--- config.mk ---
export PLATFORM = sky130hd
export DESIGN_NAME = rfsh_tmr
export DESIGN_NICKNAME = d
export VERILOG_FILES = /design/src/rtl/rfsh_pkg.sv /design/src/rtl/rfsh_prescale.sv /design/src/rtl/rfsh_count.sv /design/src/rtl/rfsh_regs.sv /design/src/rtl/rfsh_tmr.sv
export SDC_FILE = /design/constraint.sdc
export NUM_CORES = 1
export LEC_CHECK = 0
export ABC_AREA = 0
export BUFFER_PORTS_ARGS = -buffer_cell sky130_fd_sc_hd__buf_4
export CAP_MARGIN = 40
export CORE_UTILIZATION = 54
export DETAILED_ROUTE_END_ITERATION = 6
export PLACE_DENSITY_LB_ADDON = 0.12
export SLEW_MARGIN = 30
export SYNTH_ARGS = -nofsm -noshare
export SYNTH_HDL_FRONTEND = slang
export SYNTH_SLANG_ARGS = --single-unit
--- constraint.sdc ---
create_clock -name clk -period 3.2 [get_ports clk]
set_input_delay 0.32 -clock clk [delete_from_list [all_inputs] [get_ports clk]]
set_output_delay 0.32 -clock clk [all_outputs]
set_load 0.005 [all_outputs]
--- src/rtl/rfsh_pkg.sv ---
`timescale 1ns/1ps
package rfsh_pkg;
   localparam int BUS_W  = 16;
   localparam int HALF_W = BUS_W / 2;
   localparam int SEL_W  = 3;
   localparam int SEL_N  = 1 << SEL_W;

   typedef enum logic [1:0] {
      RA_CTRL  = 2'd0,
      RA_COUNT = 2'd1,
      RA_CONST = 2'd2,
      RA_NONE  = 2'd3
   } reg_addr_e;

   localparam int CSR_FLAG_BIT = 7;
   localparam int CSR_IE_BIT   = 6;
   localparam int CSR_SEL_LSB  = 3;

   // log2 of the prescale divisor for a clock-select code (0 = stopped)
   function automatic int div_shift(input int code);
      if (code <= 0)      return 0;
      else if (code >= 7) return 12;
      else                return 2 * code - 1;
   endfunction
endpackage

--- src/rtl/rfsh_prescale.sv ---
`timescale 1ns/1ps
module rfsh_prescale
   import rfsh_pkg::*;
#(
   parameter int PSC_W = 12
)(
   input  logic             clk,
   input  logic             rst_n,
   input  logic [SEL_W-1:0] sel,
   output logic             tick
);
   localparam int MAX_SH = div_shift(SEL_N - 1);

   if (PSC_W < MAX_SH) begin : g_chk_psc
      $error("rfsh_prescale: PSC_W too narrow for the largest divisor");
   end

   logic [PSC_W-1:0] psc_q;
   logic [SEL_N-1:0] tap_v;

   always_ff @(posedge clk or negedge rst_n) begin
      if (!rst_n) psc_q <= '0;
      else        psc_q <= psc_q + 1'b1;
   end

   assign tap_v[0] = 1'b0;
   for (genvar g = 1; g < SEL_N; g++) begin : g_tap
      localparam int SH = div_shift(g);
      assign tap_v[g] = &psc_q[SH-1:0];
   end

   assign tick = tap_v[sel];

   p_stop_no_tick_r5: assert property (@(posedge clk) disable iff (!rst_n)
      (sel == '0) |-> !tick);
endmodule

--- src/rtl/rfsh_count.sv ---
`timescale 1ns/1ps
module rfsh_count #(
   parameter int CNT_W = 8
)(
   input  logic             clk,
   input  logic             rst_n,
   input  logic             tick,
   input  logic [CNT_W-1:0] cmp_val,
   input  logic             rfsh_en,
   output logic [CNT_W-1:0] cnt_q,
   output logic             match_ev,
   output logic             rfsh_req
);
   logic hit;
   logic req_q;

   assign hit      = (cnt_q == cmp_val);
   assign match_ev = tick & hit;
   assign rfsh_req = req_q;

   always_ff @(posedge clk or negedge rst_n) begin
      if (!rst_n) begin
         cnt_q <= '0;
         req_q <= 1'b0;
      end else begin
         req_q <= match_ev & rfsh_en;
         if (match_ev)  cnt_q <= '0;
         else if (tick) cnt_q <= cnt_q + 1'b1;
      end
   end

   p_match_clears_r6: assert property (@(posedge clk) disable iff (!rst_n)
      match_ev |=> (cnt_q == '0));
   p_hold_no_tick_r5: assert property (@(posedge clk) disable iff (!rst_n)
      !tick |=> $stable(cnt_q));
   p_req_one_cycle_r7: assert property (@(posedge clk) disable iff (!rst_n)
      rfsh_req |=> !rfsh_req);
   p_req_needs_en_r7: assert property (@(posedge clk) disable iff (!rst_n)
      rfsh_req |-> $past(rfsh_en));
endmodule

--- src/rtl/rfsh_regs.sv ---
`timescale 1ns/1ps
module rfsh_regs
   import rfsh_pkg::*;
#(
   parameter int          CNT_W      = 8,
   parameter logic [7:0]  KEY_CTRL   = 8'h69,
   parameter logic [7:0]  KEY_CONST  = 8'h96,
   parameter int          CONST_INIT = 255
)(
   input  logic             clk,
   input  logic             por_n,
   input  logic             rst_n,
   input  logic [1:0]       bus_addr,
   input  logic             bus_wr,
   input  logic             bus_rd,
   input  logic             bus_word,
   input  logic [BUS_W-1:0] bus_wdata,
   input  logic             match_ev,
   input  logic [CNT_W-1:0] cnt_val,
   output logic [BUS_W-1:0] bus_rdata,
   output logic [CNT_W-1:0] cmp_val,
   output logic [SEL_W-1:0] sel,
   output logic             irq
);
   localparam logic [CNT_W-1:0] CONST_RST = CONST_INIT[CNT_W-1:0];
   localparam int               PAD_W     = BUS_W - CNT_W;

   if (CNT_W > HALF_W) begin : g_chk_cnt
      $error("rfsh_regs: CNT_W must fit the lower bus byte");
   end

   logic key_hi_ctrl, key_hi_const;
   logic wr_ctrl, wr_const;
   logic ie_q, flag_q, armed_q;
   logic [SEL_W-1:0] sel_q;
   logic [CNT_W-1:0] const_q;

   assign key_hi_ctrl  = (bus_wdata[BUS_W-1:HALF_W] == KEY_CTRL);
   assign key_hi_const = (bus_wdata[BUS_W-1:HALF_W] == KEY_CONST);
   assign wr_ctrl  = bus_wr & bus_word & (bus_addr == RA_CTRL)  & key_hi_ctrl;
   assign wr_const = bus_wr & bus_word & (bus_addr == RA_CONST) & key_hi_const;

   // constant survives manual reset
   always_ff @(posedge clk or negedge por_n) begin
      if (!por_n)        const_q <= CONST_RST;
      else if (wr_const) const_q <= bus_wdata[CNT_W-1:0];
   end

   always_ff @(posedge clk or negedge rst_n) begin
      if (!rst_n) begin
         ie_q    <= 1'b0;
         sel_q   <= '0;
         armed_q <= 1'b0;
      end else if (wr_ctrl) begin
         ie_q    <= bus_wdata[CSR_IE_BIT];
         sel_q   <= bus_wdata[CSR_SEL_LSB +: SEL_W];
         armed_q <= 1'b0;
      end else if (bus_rd && (bus_addr == RA_CTRL) && flag_q) begin
         armed_q <= 1'b1;
      end
   end

   // set has priority over a software clear
   always_ff @(posedge clk or negedge rst_n) begin
      if (!rst_n)
         flag_q <= 1'b0;
      else if (match_ev)
         flag_q <= 1'b1;
      else if (wr_ctrl && armed_q && !bus_wdata[CSR_FLAG_BIT])
         flag_q <= 1'b0;
   end

   always_comb begin
      bus_rdata = '0;
      case (bus_addr)
         RA_CTRL: begin
            bus_rdata[CSR_FLAG_BIT]             = flag_q;
            bus_rdata[CSR_IE_BIT]               = ie_q;
            bus_rdata[CSR_SEL_LSB +: SEL_W]     = sel_q;
         end
         RA_COUNT: bus_rdata = {{PAD_W{1'b0}}, cnt_val};
         RA_CONST: bus_rdata = {{PAD_W{1'b0}}, const_q};
         default:  bus_rdata = '0;
      endcase
   end

   assign cmp_val = const_q;
   assign sel     = sel_q;
   assign irq     = flag_q & ie_q;

   p_flag_on_match_r6: assert property (@(posedge clk) disable iff (!rst_n)
      match_ev |=> flag_q);
   p_clear_needs_arm_r9: assert property (@(posedge clk) disable iff (!rst_n)
      $fell(flag_q) |-> $past(armed_q));
   p_const_unkeyed_r4: assert property (@(posedge clk) disable iff (!por_n)
      (bus_wr && (bus_addr == RA_CONST) &&
       !(bus_word && (bus_wdata[BUS_W-1:HALF_W] == KEY_CONST)))
      |=> $stable(const_q));
   p_ctrl_unkeyed_r4: assert property (@(posedge clk) disable iff (!rst_n)
      (bus_wr && (bus_addr == RA_CTRL) &&
       !(bus_word && (bus_wdata[BUS_W-1:HALF_W] == KEY_CTRL)) && !bus_rd)
      |=> $stable({ie_q, sel_q}));
endmodule

--- src/rtl/rfsh_tmr.sv ---
`timescale 1ns/1ps
module rfsh_tmr
   import rfsh_pkg::*;
#(
   parameter int         CNT_W      = 8,
   parameter int         PSC_W      = 12,
   parameter logic [7:0] KEY_CTRL   = 8'h69,
   parameter logic [7:0] KEY_CONST  = 8'h96,
   parameter int         CONST_INIT = 255
)(
   input  logic        clk,
   input  logic        por_n,
   input  logic        mrst_n,
   input  logic        rfsh_en,
   input  logic [1:0]  bus_addr,
   input  logic        bus_wr,
   input  logic        bus_rd,
   input  logic        bus_word,
   input  logic [15:0] bus_wdata,
   output logic [15:0] bus_rdata,
   output logic        rfsh_req,
   output logic        cmp_irq
);
   if (KEY_CTRL == KEY_CONST) begin : g_chk_keys
      $error("rfsh_tmr: the two register keys must differ");
   end

   logic             rst_n;
   logic             tick;
   logic             match_ev;
   logic [SEL_W-1:0] sel;
   logic [CNT_W-1:0] cmp_val;
   logic [CNT_W-1:0] cnt_val;

   assign rst_n = por_n & mrst_n;

   rfsh_prescale #(.PSC_W(PSC_W)) u_psc (
      .clk   (clk),
      .rst_n (rst_n),
      .sel   (sel),
      .tick  (tick)
   );

   rfsh_count #(.CNT_W(CNT_W)) u_cnt (
      .clk      (clk),
      .rst_n    (rst_n),
      .tick     (tick),
      .cmp_val  (cmp_val),
      .rfsh_en  (rfsh_en),
      .cnt_q    (cnt_val),
      .match_ev (match_ev),
      .rfsh_req (rfsh_req)
   );

   rfsh_regs #(
      .CNT_W      (CNT_W),
      .KEY_CTRL   (KEY_CTRL),
      .KEY_CONST  (KEY_CONST),
      .CONST_INIT (CONST_INIT)
   ) u_regs (
      .clk       (clk),
      .por_n     (por_n),
      .rst_n     (rst_n),
      .bus_addr  (bus_addr),
      .bus_wr    (bus_wr),
      .bus_rd    (bus_rd),
      .bus_word  (bus_word),
      .bus_wdata (bus_wdata),
      .match_ev  (match_ev),
      .cnt_val   (cnt_val),
      .bus_rdata (bus_rdata),
      .cmp_val   (cmp_val),
      .sel       (sel),
      .irq       (cmp_irq)
   );
endmodule

==> summary.txt <==
Layout
  • Ant diodes: 0
  • Synthesis-to-finish area growth: 17.4%
  • Commonest non-fill, non-tap cells in the layout: 35 x buf_4, 27 x dfrtp_1, 12 x nor2_1, 12 x mux2_2, 11 x nand2_1
  • Share of cells above drive strength 1: 32.6%
  • Commonest non-fill, non-tap cell in the layout: buf_4
  • Fin nets: 254
  • Layout Cells excl Fill: 267
  • Final design utilization: 68.2%

Synthesis
  • Async set-reset flop share out of synthesis: 100%
  • Ys Warns: 0
  • Flops & latches, synth: 35
  • Post-Syn Instances: 181
  • Mean Syn Cell Area: 11.0 sq um
  • Mapped cell area: 1980 sq um
  • Synth cell types: 46
  • Sequential area share after synthesis: 44.6%
  • Post-synth EDFFs: 0
  • Most used flip-flop cell after synthesis: dfrtp_1

STA
  • RSZ-0062 raised after global routing: false
  • Period utilization: 81.4%
  • Endpoints failing hold: 0
  • FMAX: 384 MHz
  • Final-report max-slew violation count: 0
  • # setup viols final: 0
  • Setup_tns: 0 ns
  • Slew headroom: 52.1%
  • Worst-margin pin slew: 0.713 ns
  • Min cycle time layout: 2.60 ns
  • Max Clock Skew: 0.0104 ns

GRT
  • Antenna violations before repair: 0
  • Number of global-route vias before repair: 1530
  • First-pass GRT wire length: 6960 microns
  • Largest net degree at the start of global routing: 28
  • GR Overflow Total: 0
  • GRT Overall Usage: 23.2%

Drt
  • DRT Wirelength: 3990 microns
  • DR WL/cell: 15.0 microns
  • DR iter-0 viols: 129
  • Via count: 1512
  • Drt pass-1 iters: 6
  • DRC viols: 0
  • Antenna-violating nets left: 0
  • DR vias/cell: 5.66

Power and ir drop
  • Switching fraction of total power: 23.3%
  • Logic pwr share: 9.6%
  • Sequential power share: 57.1%
  • P_sw: 0.000189 W
  • Worst-case vdd ir drop: 0.000293 V
  • Power density over the cells: 348 nW/um^2
  • Internal: 0.000623 W
  • Total power: 0.000812 W
  • Leakage: 1.13 nW
  • Power share of the clock group: 33.3%

Clock network
  • TritonCTS clock tree: done
  • Setup Buffers After CTS: 0
  • CTS clk-pin slew, worst paths: 0.11 ns
  • H-Tree Depth: 2
  • Clock Path Buffers: 2
  • Cts repair resizes: 0
  • Inserted Clock Buffers: 5
  • Later-pin clock latency in the skew report: 0.33 ns
  • CTS Root Cell: clkbuf_4
  • Sink Count: 35

Flow run
  • Max-cap violations: 0

Min path
  • Worst min-delay path category: primary input to asynchronous set/reset pin

Critical path
  • Worst Path Arrival: 2.86 ns
  • Worst R2R Setup Slack: 0.60 ns
  • Worst r2r path cells: 10
  • Critical Path End Type: flip-flop
  • Worst r2r dst: u_cnt.cnt_q[3]
  • Required time of the critical path: 3.46 ns
  • Setup crit start kind: flip-flop
  • Worst Path Class, Setup: flip-flop to flip-flop
  • RR Startpoint: u_psc.psc_q[0]
  • Worst-path maximum fanout: 13

Floorplan
  • Die ar.: 3920 sq um
  • Die Wd: 62.6 microns
  • Total core area: 3420 sq um
  • Die Y: 62.6 microns
  • Row count: 21
  • # IOs: 43
  • Initial core utilization: 58.1%

Place
  • DP Wirelength: 3040 microns
  • IO buf count: 34
  • Placed Cells: 258
  • Placer Congestion: 0.792

Status
  • Status: complete, no violations
power by group through the flow:
stage	sequential (W)	clock [W]	combinational, W
floorplan	0.000468	0	0.0000460
global placement	0.000471	0	0.0000744
detailed placement	0.000471	0	0.0000775
CTS	0.000463	0.000280	0.0000785
global route	0.000465	0.000301	0.0000863
finish	0.000463	0.000271	0.0000777
sequential cells by signal, summed over array words and instances (netlist names):
name,count
u_regs.sel,3
u_regs.flag_q,1
u_regs.ie_q,1
u_regs.cmp_val,8
u_cnt.rfsh_req,1
u_cnt.cnt_q,8
u_regs.armed_q,1
u_psc.psc_q,12
area by class of cell:
cell class,count,area [sq um]
sequential,35,886
timing repair buffer,36,273
tap,46,57.6
fill,268,1090
clock buffer,8,68.8
inverter,4,15.0
multi-input combinational,138,1030
timing repair:
item / in CTS / in global routing
endpoints found under the setup margin: 0 / 0
hold buffers: 1 / 0
endpoints found under the hold margin: 8 / 0
cells by family after synthesis:
family | share of synthesized area, %
XOR/XNOR | 6.62
buffers and inverters | 4.79
multiplexers | 7.57
AO/OA/AOI/OAI | 10.8
flip-flops | 44.6
AND/OR/NAND/NOR | 19.7
other | 0.189
adder cells (fa/ha/maj) | 5.67
through the flow:
step	cell area [sq um]	worst slack, ns	hold WS (ns)
floorplan	2010	0.928	0.172
global placement	2250	0.745	0.336
detailed placement	2250	0.580	0.336
CTS	2330	0.556	0.0727
global route	2330	0.350	0.0886
finish	2330	0.596	0.0705
cell usage after synthesis, drive strengths merged, types with 5 or more instances:
cell    count  share of area (%)
buf        10                3.8
nor2       13                2.6
dfrtp      27                 34
ha          9                5.7
dfstp       8                 11
nand2      11                2.1
and2        5                1.7
o21ai       7                1.8
xor2       10                4.4
a222oi      5                2.5
xnor2       5                2.2
nor2b       6                1.9
mux2       13                7.6
worst max-delay path, cell delays in order (launching register included):
cell and delay [ns]:
dfrtp_1 0.41, ha_1 0.19, and3_1 0.20, and4_1 0.26
and2_1 0.14, ha_1 0.16, nor2b_1 0.05, o21ai_0 0.21
o221ai_2 0.27, or4_1 0.53, o211ai_1 0.10
metal layers:
| metal | routed length, microns | vias to the layer above | track usage (%) |
|---|---|---|---|
| li1 | - | 718 | - |
| met1 | 1810 | 731 | 30.0 |
| met2 | 1930 | 61 | 37.5 |
| met3 | 228 | 2 | 6.02 |
| met4 | 24 | 0 | 8.14 |
| met5 | 0 | - | 0 |
worst max path at each step:
stage	startpoint	end	slack (ns)
after floorplan	u_psc.psc_q[0]	u_cnt.cnt_q[5]	0.93
after global placement	u_psc.psc_q[0]	u_cnt.cnt_q[3]	0.75
after detailed placement	u_psc.psc_q[0]	u_cnt.cnt_q[3]	0.58
after CTS	u_psc.psc_q[0]	u_cnt.cnt_q[3]	0.56
after global routing	u_psc.psc_q[0]	u_cnt.cnt_q[3]	0.35
final	u_psc.psc_q[0]	u_cnt.cnt_q[3]	0.60
Note: power is estimated with default switching activity, not from simulation.
